**src/rtl/dbg_trace_pkg.sv**
```systemverilog
package dbg_trace_pkg;
  typedef enum logic [1:0] {
    TM_FLOW   = 2'd0,
    TM_LOOP   = 2'd1,
    TM_DETAIL = 2'd2,
    TM_PC     = 2'd3
  } tmode_e;

  typedef enum logic [1:0] {
    AL_BEGIN = 2'd0,
    AL_MID   = 2'd1,
    AL_END   = 2'd2,
    AL_END2  = 2'd3
  } talign_e;

  localparam logic [1:0] K_FREE    = 2'd0;
  localparam logic [1:0] K_FETCH   = 2'd1;
  localparam logic [1:0] K_DATA    = 2'd2;
  localparam logic [1:0] K_COF     = 2'd3;
  localparam logic [1:0] SEQ_FINAL = 2'd3;
endpackage

```
**src/rtl/dbg_trace_filter.sv**
```systemverilog
module dbg_trace_filter
  import dbg_trace_pkg::*;
#(
  parameter int ADDR_W = 16
) (
  input  tmode_e            mode,
  input  logic              vld,
  input  logic [1:0]        kind,
  input  logic [ADDR_W-1:0] addr,
  input  logic [ADDR_W-1:0] last_src,
  input  logic              last_vld,
  output logic              keep
);
  always_comb begin
    unique case (mode)
      TM_FLOW:   keep = vld && (kind == K_COF);
      TM_LOOP:   keep = vld && (kind == K_COF) && !(last_vld && (addr == last_src));
      TM_DETAIL: keep = vld && ((kind == K_DATA) || (kind == K_COF));
      default:   keep = vld && (kind == K_FETCH);
    endcase
  end
endmodule

```
**src/rtl/dbg_trace_seq.sv**
```systemverilog
module dbg_trace_seq
  import dbg_trace_pkg::*;
#(
  parameter int DEPTH = 64
) (
  input  logic       clk,
  input  logic       rst,
  input  logic       arm_set,
  input  logic       arm_clr,
  input  logic       step,
  input  logic       imm,
  input  talign_e    align,
  input  logic       store,
  input  logic       sel_cop,
  input  logic       bdm,
  output logic       armed,
  output logic       trig,
  output logic       done,
  output logic [1:0] state,
  output logic       brk_cpu,
  output logic       brk_cop
);
  localparam int CW = $clog2(DEPTH) + 1;

  logic [CW-1:0] post_cnt;
  logic [CW-1:0] post_last;
  logic          end_al;

  assign end_al    = (align == AL_END) || (align == AL_END2);
  assign post_last = (align == AL_BEGIN) ? CW'(DEPTH - 1) : CW'(DEPTH / 2 - 1);

  always_ff @(posedge clk) begin
    if (rst) begin
      armed    <= 1'b0;
      trig     <= 1'b0;
      done     <= 1'b0;
      state    <= 2'd0;
      post_cnt <= '0;
      brk_cpu  <= 1'b0;
      brk_cop  <= 1'b0;
    end else begin
      brk_cpu <= 1'b0;
      brk_cop <= 1'b0;
      if (arm_set) begin
        armed    <= 1'b1;
        done     <= 1'b0;
        trig     <= 1'b0;
        state    <= 2'd0;
        post_cnt <= '0;
      end else if (arm_clr) begin
        armed <= 1'b0;
      end else if (armed) begin
        if (!trig && (step || imm)) begin
          if (imm || (state == 2'd2)) begin
            state   <= SEQ_FINAL;
            trig    <= 1'b1;
            brk_cop <= sel_cop;
            brk_cpu <= !sel_cop && !bdm;
            if (end_al) begin
              armed <= 1'b0;
              done  <= 1'b1;
            end
          end else begin
            state <= state + 2'd1;
          end
        end
        if (trig && store) begin
          post_cnt <= post_cnt + 1'b1;
          if (post_cnt == post_last) begin
            armed <= 1'b0;
            done  <= 1'b1;
          end
        end
      end
    end
  end
endmodule

```
**src/rtl/dbg_trace_buf.sv**
```systemverilog
module dbg_trace_buf #(
  parameter int ENT_W = 35,
  parameter int DEPTH = 64
) (
  input  logic                       clk,
  input  logic                       rst,
  input  logic                       clr,
  input  logic                       we,
  input  logic [ENT_W-1:0]           wdata,
  input  logic [$clog2(DEPTH)-1:0]   rd_idx,
  output logic [ENT_W-1:0]           rd_data,
  output logic [$clog2(DEPTH):0]     cnt
);
  localparam int AW = $clog2(DEPTH);

  logic [ENT_W-1:0] mem [DEPTH];
  logic [AW-1:0]    wptr;
  logic [AW-1:0]    raddr;

  assign raddr = wptr - cnt[AW-1:0] + rd_idx;

  always_ff @(posedge clk) begin
    if (we) mem[wptr] <= wdata;
    rd_data <= mem[raddr];
  end

  always_ff @(posedge clk) begin
    if (rst || clr) begin
      wptr <= '0;
      cnt  <= '0;
    end else if (we) begin
      wptr <= wptr + 1'b1;
      if (cnt != (AW + 1)'(DEPTH)) cnt <= cnt + 1'b1;
    end
  end
endmodule

```
**src/rtl/dbg_trace_ctrl.sv**
```systemverilog
module dbg_trace_ctrl
  import dbg_trace_pkg::*;
#(
  parameter int ADDR_W = 16,
  parameter int DATA_W = 16,
  parameter int DEPTH  = 64
) (
  input  logic                        clk,
  input  logic                        rst,
  input  logic                        cfg_wr,
  input  logic [7:0]                  cfg_wdata,
  input  logic                        secure,
  input  logic                        bdm,
  input  logic                        cpu_vld,
  input  logic [1:0]                  cpu_kind,
  input  logic [ADDR_W-1:0]           cpu_addr,
  input  logic [DATA_W-1:0]           cpu_data,
  input  logic                        cop_vld,
  input  logic [1:0]                  cop_kind,
  input  logic [ADDR_W-1:0]           cop_addr,
  input  logic [DATA_W-1:0]           cop_data,
  input  logic                        trig_cpu,
  input  logic                        trig_cop,
  input  logic [$clog2(DEPTH)-1:0]    rd_idx,
  output logic [2+ADDR_W+DATA_W:0]    rd_data,
  output logic [$clog2(DEPTH):0]      cnt,
  output logic                        armed,
  output logic                        done,
  output logic [1:0]                  seq_state,
  output logic                        brk_cpu,
  output logic                        brk_cop
);
  localparam int ENT_W = 3 + ADDR_W + DATA_W;

  tmode_e            mode_q;
  talign_e           align_q;
  logic              sel_q;
  logic              imm_q;
  logic              arm_set, arm_clr;
  logic              ev_vld;
  logic [1:0]        ev_kind;
  logic [ADDR_W-1:0] ev_addr;
  logic [DATA_W-1:0] ev_data;
  logic [ADDR_W-1:0] last_src;
  logic              last_vld;
  logic              keep, win, store, step, trig;

  assign arm_set = cfg_wr && cfg_wdata[0];
  assign arm_clr = cfg_wr && !cfg_wdata[0];

  always_ff @(posedge clk) begin
    if (rst) begin
      mode_q  <= TM_FLOW;
      align_q <= AL_BEGIN;
      sel_q   <= 1'b0;
      imm_q   <= 1'b0;
    end else begin
      imm_q <= cfg_wr && cfg_wdata[1];
      if (cfg_wr) begin
        mode_q  <= tmode_e'(cfg_wdata[3:2]);
        align_q <= talign_e'(cfg_wdata[5:4]);
        sel_q   <= cfg_wdata[6];
      end
    end
  end

  assign ev_vld  = sel_q ? cop_vld  : (cpu_vld && !bdm);
  assign ev_kind = sel_q ? cop_kind : cpu_kind;
  assign ev_addr = sel_q ? cop_addr : cpu_addr;
  assign ev_data = sel_q ? cop_data : cpu_data;
  assign step    = trig_cop || (trig_cpu && !bdm);

  dbg_trace_filter #(.ADDR_W(ADDR_W)) u_filter (
    .mode(mode_q), .vld(ev_vld), .kind(ev_kind), .addr(ev_addr),
    .last_src(last_src), .last_vld(last_vld), .keep(keep)
  );

  assign win   = armed && !secure && !cfg_wr && ((align_q != AL_BEGIN) || trig);
  assign store = win && keep;

  always_ff @(posedge clk) begin
    if (rst || arm_set) begin
      last_vld <= 1'b0;
      last_src <= '0;
    end else if (store) begin
      last_vld <= 1'b1;
      last_src <= ev_addr;
    end
  end

  dbg_trace_seq #(.DEPTH(DEPTH)) u_seq (
    .clk(clk), .rst(rst), .arm_set(arm_set), .arm_clr(arm_clr), .step(step),
    .imm(imm_q), .align(align_q), .store(store), .sel_cop(sel_q), .bdm(bdm),
    .armed(armed), .trig(trig), .done(done), .state(seq_state),
    .brk_cpu(brk_cpu), .brk_cop(brk_cop)
  );

  dbg_trace_buf #(.ENT_W(ENT_W), .DEPTH(DEPTH)) u_buf (
    .clk(clk), .rst(rst), .clr(arm_set), .we(store),
    .wdata({sel_q, ev_kind, ev_addr, ev_data}),
    .rd_idx(rd_idx), .rd_data(rd_data), .cnt(cnt)
  );
endmodule

```
**config.mk**
```make
export PLATFORM = sky130hd
export DESIGN_NAME = dbg_trace_ctrl
export DESIGN_NICKNAME = d
export VERILOG_FILES = /design/src/rtl/dbg_trace_pkg.sv /design/src/rtl/dbg_trace_filter.sv /design/src/rtl/dbg_trace_seq.sv /design/src/rtl/dbg_trace_buf.sv /design/src/rtl/dbg_trace_ctrl.sv
export SDC_FILE = /design/constraint.sdc
export NUM_CORES = 2
export LEC_CHECK = 0
export CAP_MARGIN = 30
export CORE_MARGIN = 5
export CORE_UTILIZATION = 38
export DETAILED_ROUTE_END_ITERATION = 7
export PLACE_DENSITY = 0.62
export SYNTH_ARGS = -nofsm -noshare
export SYNTH_HDL_FRONTEND = slang
export SYNTH_SLANG_ARGS = --single-unit
export TNS_END_PERCENT = 20
```
**constraint.sdc**
```tcl
create_clock -name clk -period 6.2 [get_ports clk]
set_input_delay 0.93 -clock clk [delete_from_list [all_inputs] [get_ports clk]]
set_output_delay 0.93 -clock clk [all_outputs]
set_load 0.1 [all_outputs]
```
==> results by group <==
Clock tree
  – CTS resizes: 0
  – Bufs on Longest Clock Path: 3
  – # clock sinks: 2325
  – CTS Buf Count: 222
  – H-tree Lvls: 4
  – Hold-fix buffers, CTS: 0
  – # Post-CTS Setup Buffers: 0
  – Clock Latency Late Sink: 0.85 ns
  – Worst-path clk slew: 0.06 ns
  – CTS tree: yes
  – Root buffer cell: clkbuf_16

Worst setup path
  – Crit path DAT: 5.39 ns
  – Slowest cell on the critical path: fa_4
  – CP Data Required Time: 6.91 ns
  – Worst Path Max Fanout: 32
  – Critical path type: input pin to flop
  – Startpoint types: input pin
  – Sequence of cells on the critical path: clkdlybuf4s50_1 -> inv_1 -> fa_1 -> inv_1 -> fa_4 -> buf_4 -> buf_12 -> buf_12 -> mux4_2 -> mux4_2 -> mux2i_1 -> a21oi_1
  – CP max stage delay: 1.09 ns
  – CP Capture Type: flop

STA
  – Slew @ Worst Pin: 1.02 ns
  – Fin. max-slew vios: 0
  – Tcrit/Tclk final: 0.755
  – Setup TNS: 0 ns
  – Layout Skew: 0.0290 ns
  – Achievable frequency: 214 MHz
  – Unrepaired setup endpoints after global routing: false
  – Period minus WS final: 4.68 ns
  – Max_slew headroom: 0.321
  – Final-report hold violation count: 0
  – Finish-stage setup viols: 0

Global routing
  – GRT overflow: 0
  – Antenna violations before repair: 3
  – Vias in the first global route: 42288
  – First-pass GRT wire length: 310000 um
  – GRT Total Usage: 0.176
  – Largest net degree at the start of global routing: 77

Layout
  – Area growth syn-to-layout: 16.5%
  – Commonest non-fill, non-tap cells in the layout: edfxtp_1 (2240), mux4_2 (700), clkbuf_16 (227), clkdlybuf4s50_1 (137), buf_4 (121)
  – Multi-input logic area: 19600 um2
  – Layout net count: 4252
  – # fillers: 19394
  – Register area: 69000 um2
  – Fin area: 104000 um2
  – Final Util: 0.446
  – Fraction of layout cells with a size suffix above 1: 0.306
  – Commonest non-fill, non-tap cell in the layout: edfxtp_1

Route
  – Detailed Route WL: 216000 um
  – ANT nets after route: 0
  – 1st-iter DRT viols: 4815
  – Drt wl/cell: 29.0 um
  – DRC violations left: 0
  – First-pass DRT Iterations: 5
  – Via density per instance: 5.49
  – Vias: 41004

Floorplanning
  – Die height: 494 um
  – Die area: 245000 um2
  – Die Span X: 494 um
  – Starting Density: 0.383
  – Core footprint: 233000 um2
  – Cell row count: 177
  – I/O Pins: 139

Place
  – Global placer's final weighted congestion: 0.768
  – Placed Instance Area: 96900 um2
  – Post-DP HPWL: 119000 um
  – Port bufs: 137

Status
  – Status: finished clean

Synth
  – Largest family of logic cells by synthesized area: multiplexers
  – Cell Area, Synth: 89200 um2
  – Mean Syn Cell Area: 23.7 um2
  – XOR/XNOR Fraction of Synth Area: 0.00226
  – Mux cell area share after synthesis: 0.186
  – Yosys cell types: 55
  – Commonest register cell after synthesis: edfxtp_1
  – Post-synth ARST share: 0
  – Post-synthesis adder-cell area fraction: 0.00267
  – Simple-gate portion of the synthesized area: 0.0136
  – Post-Synthesis Cells: 3762
  – Register area share after synthesis: 0.773
  – Synth Area in Compound Gates: 0.0108
  – Yosys warns: 0
  – Syn_nets: 3869
  – Number of flops mapped to enable cells by yosys: 2240
  – #FFs+latches synth: 2325

Power and ir drop
  – Leak Pwr: 32.0 nW
  – Overall power: 34.1 mW
  – Max rail drop VDD: 0.000286 V
  – PD cells: 328 nW/um2

Job
  – Max Cap Viol: 0

Hold path
  – Min-delay worst type: flop to flop
[cell usage after synthesis (7+ instances only)]
cell type | instances | area, um2
buf_1 | 25 | 93.8
mux4_2 | 700 | 15800
nand2_1 | 27 | 101
mux2_2 | 18 | 203
o211ai_1 | 8 | 60.1
inv_1 | 43 | 161
nor2_1 | 80 | 300
xnor2_1 | 23 | 201
nand3_1 | 11 | 55.1
and3_1 | 7 | 43.8
dfxtp_1 | 85 | 1700
edfxtp_1 | 2240 | 67300
mux2i_1 | 53 | 531
nor2b_1 | 43 | 269
a21oi_1 | 48 | 240
nand4_1 | 8 | 50.1
nor3_1 | 17 | 85.1
a211oi_1 | 52 | 390
ha_1 | 11 | 138
and2_1 | 15 | 93.8
clkbuf_1 | 107 | 402
buf_2 | 60 | 300
[flip-flops by register name, summed over array words and instances, names as in the netlist]
signal,flops
u_seq.trig,1
imm_q,1
u_buf.cnt,7
u_buf.mem,2240
u_seq.post_cnt,7
align_q,2
u_seq.state,2
u_seq.brk_cpu,1
u_buf.rd_data,35
sel_q,1
u_seq.armed,1
u_buf.wptr,6
last_vld,1
last_src,16
u_seq.brk_cop,1
u_seq.done,1
mode_q,2
[critical path: cells and delay by family]
kind                     cells  cell delay [ns]
AO/OA/AOI/OAI                1             0.15
adder cells (fa/ha/maj)      2             1.63
multiplexers                 3             1.27
buffers and inverters        6             1.35
[logic make-up (layout without fill, tap and decap cells)]
group                      count (synthesis)  count (layout)
muxes                                    777             777
adders and majority gates                 16              16
xor gates and xnor gates                  23              23
AOI/OAI and AO/OA                        142             142
buffers and inverters                    242             810
other                                      0               3
DFF                                     2325            2325
and+or+nand+nor                          237             237
[layer usage]
| metal | track usage | up-vias | wire length (um) |
|---|---|---|---|
| li1 | - | 16890 | - |
| met1 | 0.235 | 22326 | 85400 |
| met2 | 0.302 | 1491 | 112000 |
| met3 | 0.0292 | 297 | 14300 |
| met4 | 0.0453 | 0 | 5100 |
| met5 | 0 | - | 0 |
[where the power goes]
group	internal [mW]	leakage, nW	switching (mW)	total (mW)
clock	7.34	3.41	5.73	13.1
sequential	17.4	20.8	0.142	17.6
combinational	1.19	7.79	2.24	3.44
total	26.0	32.0	8.11	34.1
[layout make-up]
type | instances | share of cell area
Multi-Input combinational cell | 1195 | 0.189
Antenna cell | 3 | 0.0000722
Sequential cell | 2325 | 0.663
Clock inverter | 118 | 0.00944
Tap cell | 3132 | 0.0377
Timing Repair Buffer | 358 | 0.0413
Inverter | 43 | 0.00155
Clock buffer | 291 | 0.0578
[stage by stage]
| step | setup WS, ns | instances | hold WS, ns |
|---|---|---|---|
| detailed placement | 0.630 | 7051 | 0.494 |
| finish | 1.52 | 7465 | 0.499 |
| floorplan | 0.211 | 3762 | 0.452 |
| CTS | 1.54 | 7460 | 0.502 |
| global route | 1.38 | 7462 | 0.528 |
| global placement | 0.657 | 7038 | 0.480 |
[worst paths after layout]
path | start | to | slack (ns) | depth (start not counted)
setup / recovery | rd_idx[1] | u_buf.rd_data[10] | 1.52 | 12
hold / removal | u_seq.post_cnt[4] | u_seq.post_cnt[4] | 0.50 | 2
setup reg to reg | u_buf.wptr[0] | u_buf.rd_data[10] | 1.53 | 12
hold reg to reg | u_seq.post_cnt[4] | u_seq.post_cnt[4] | 0.50 | 2
No activity file was read; power rests on OpenSTA's default activity.
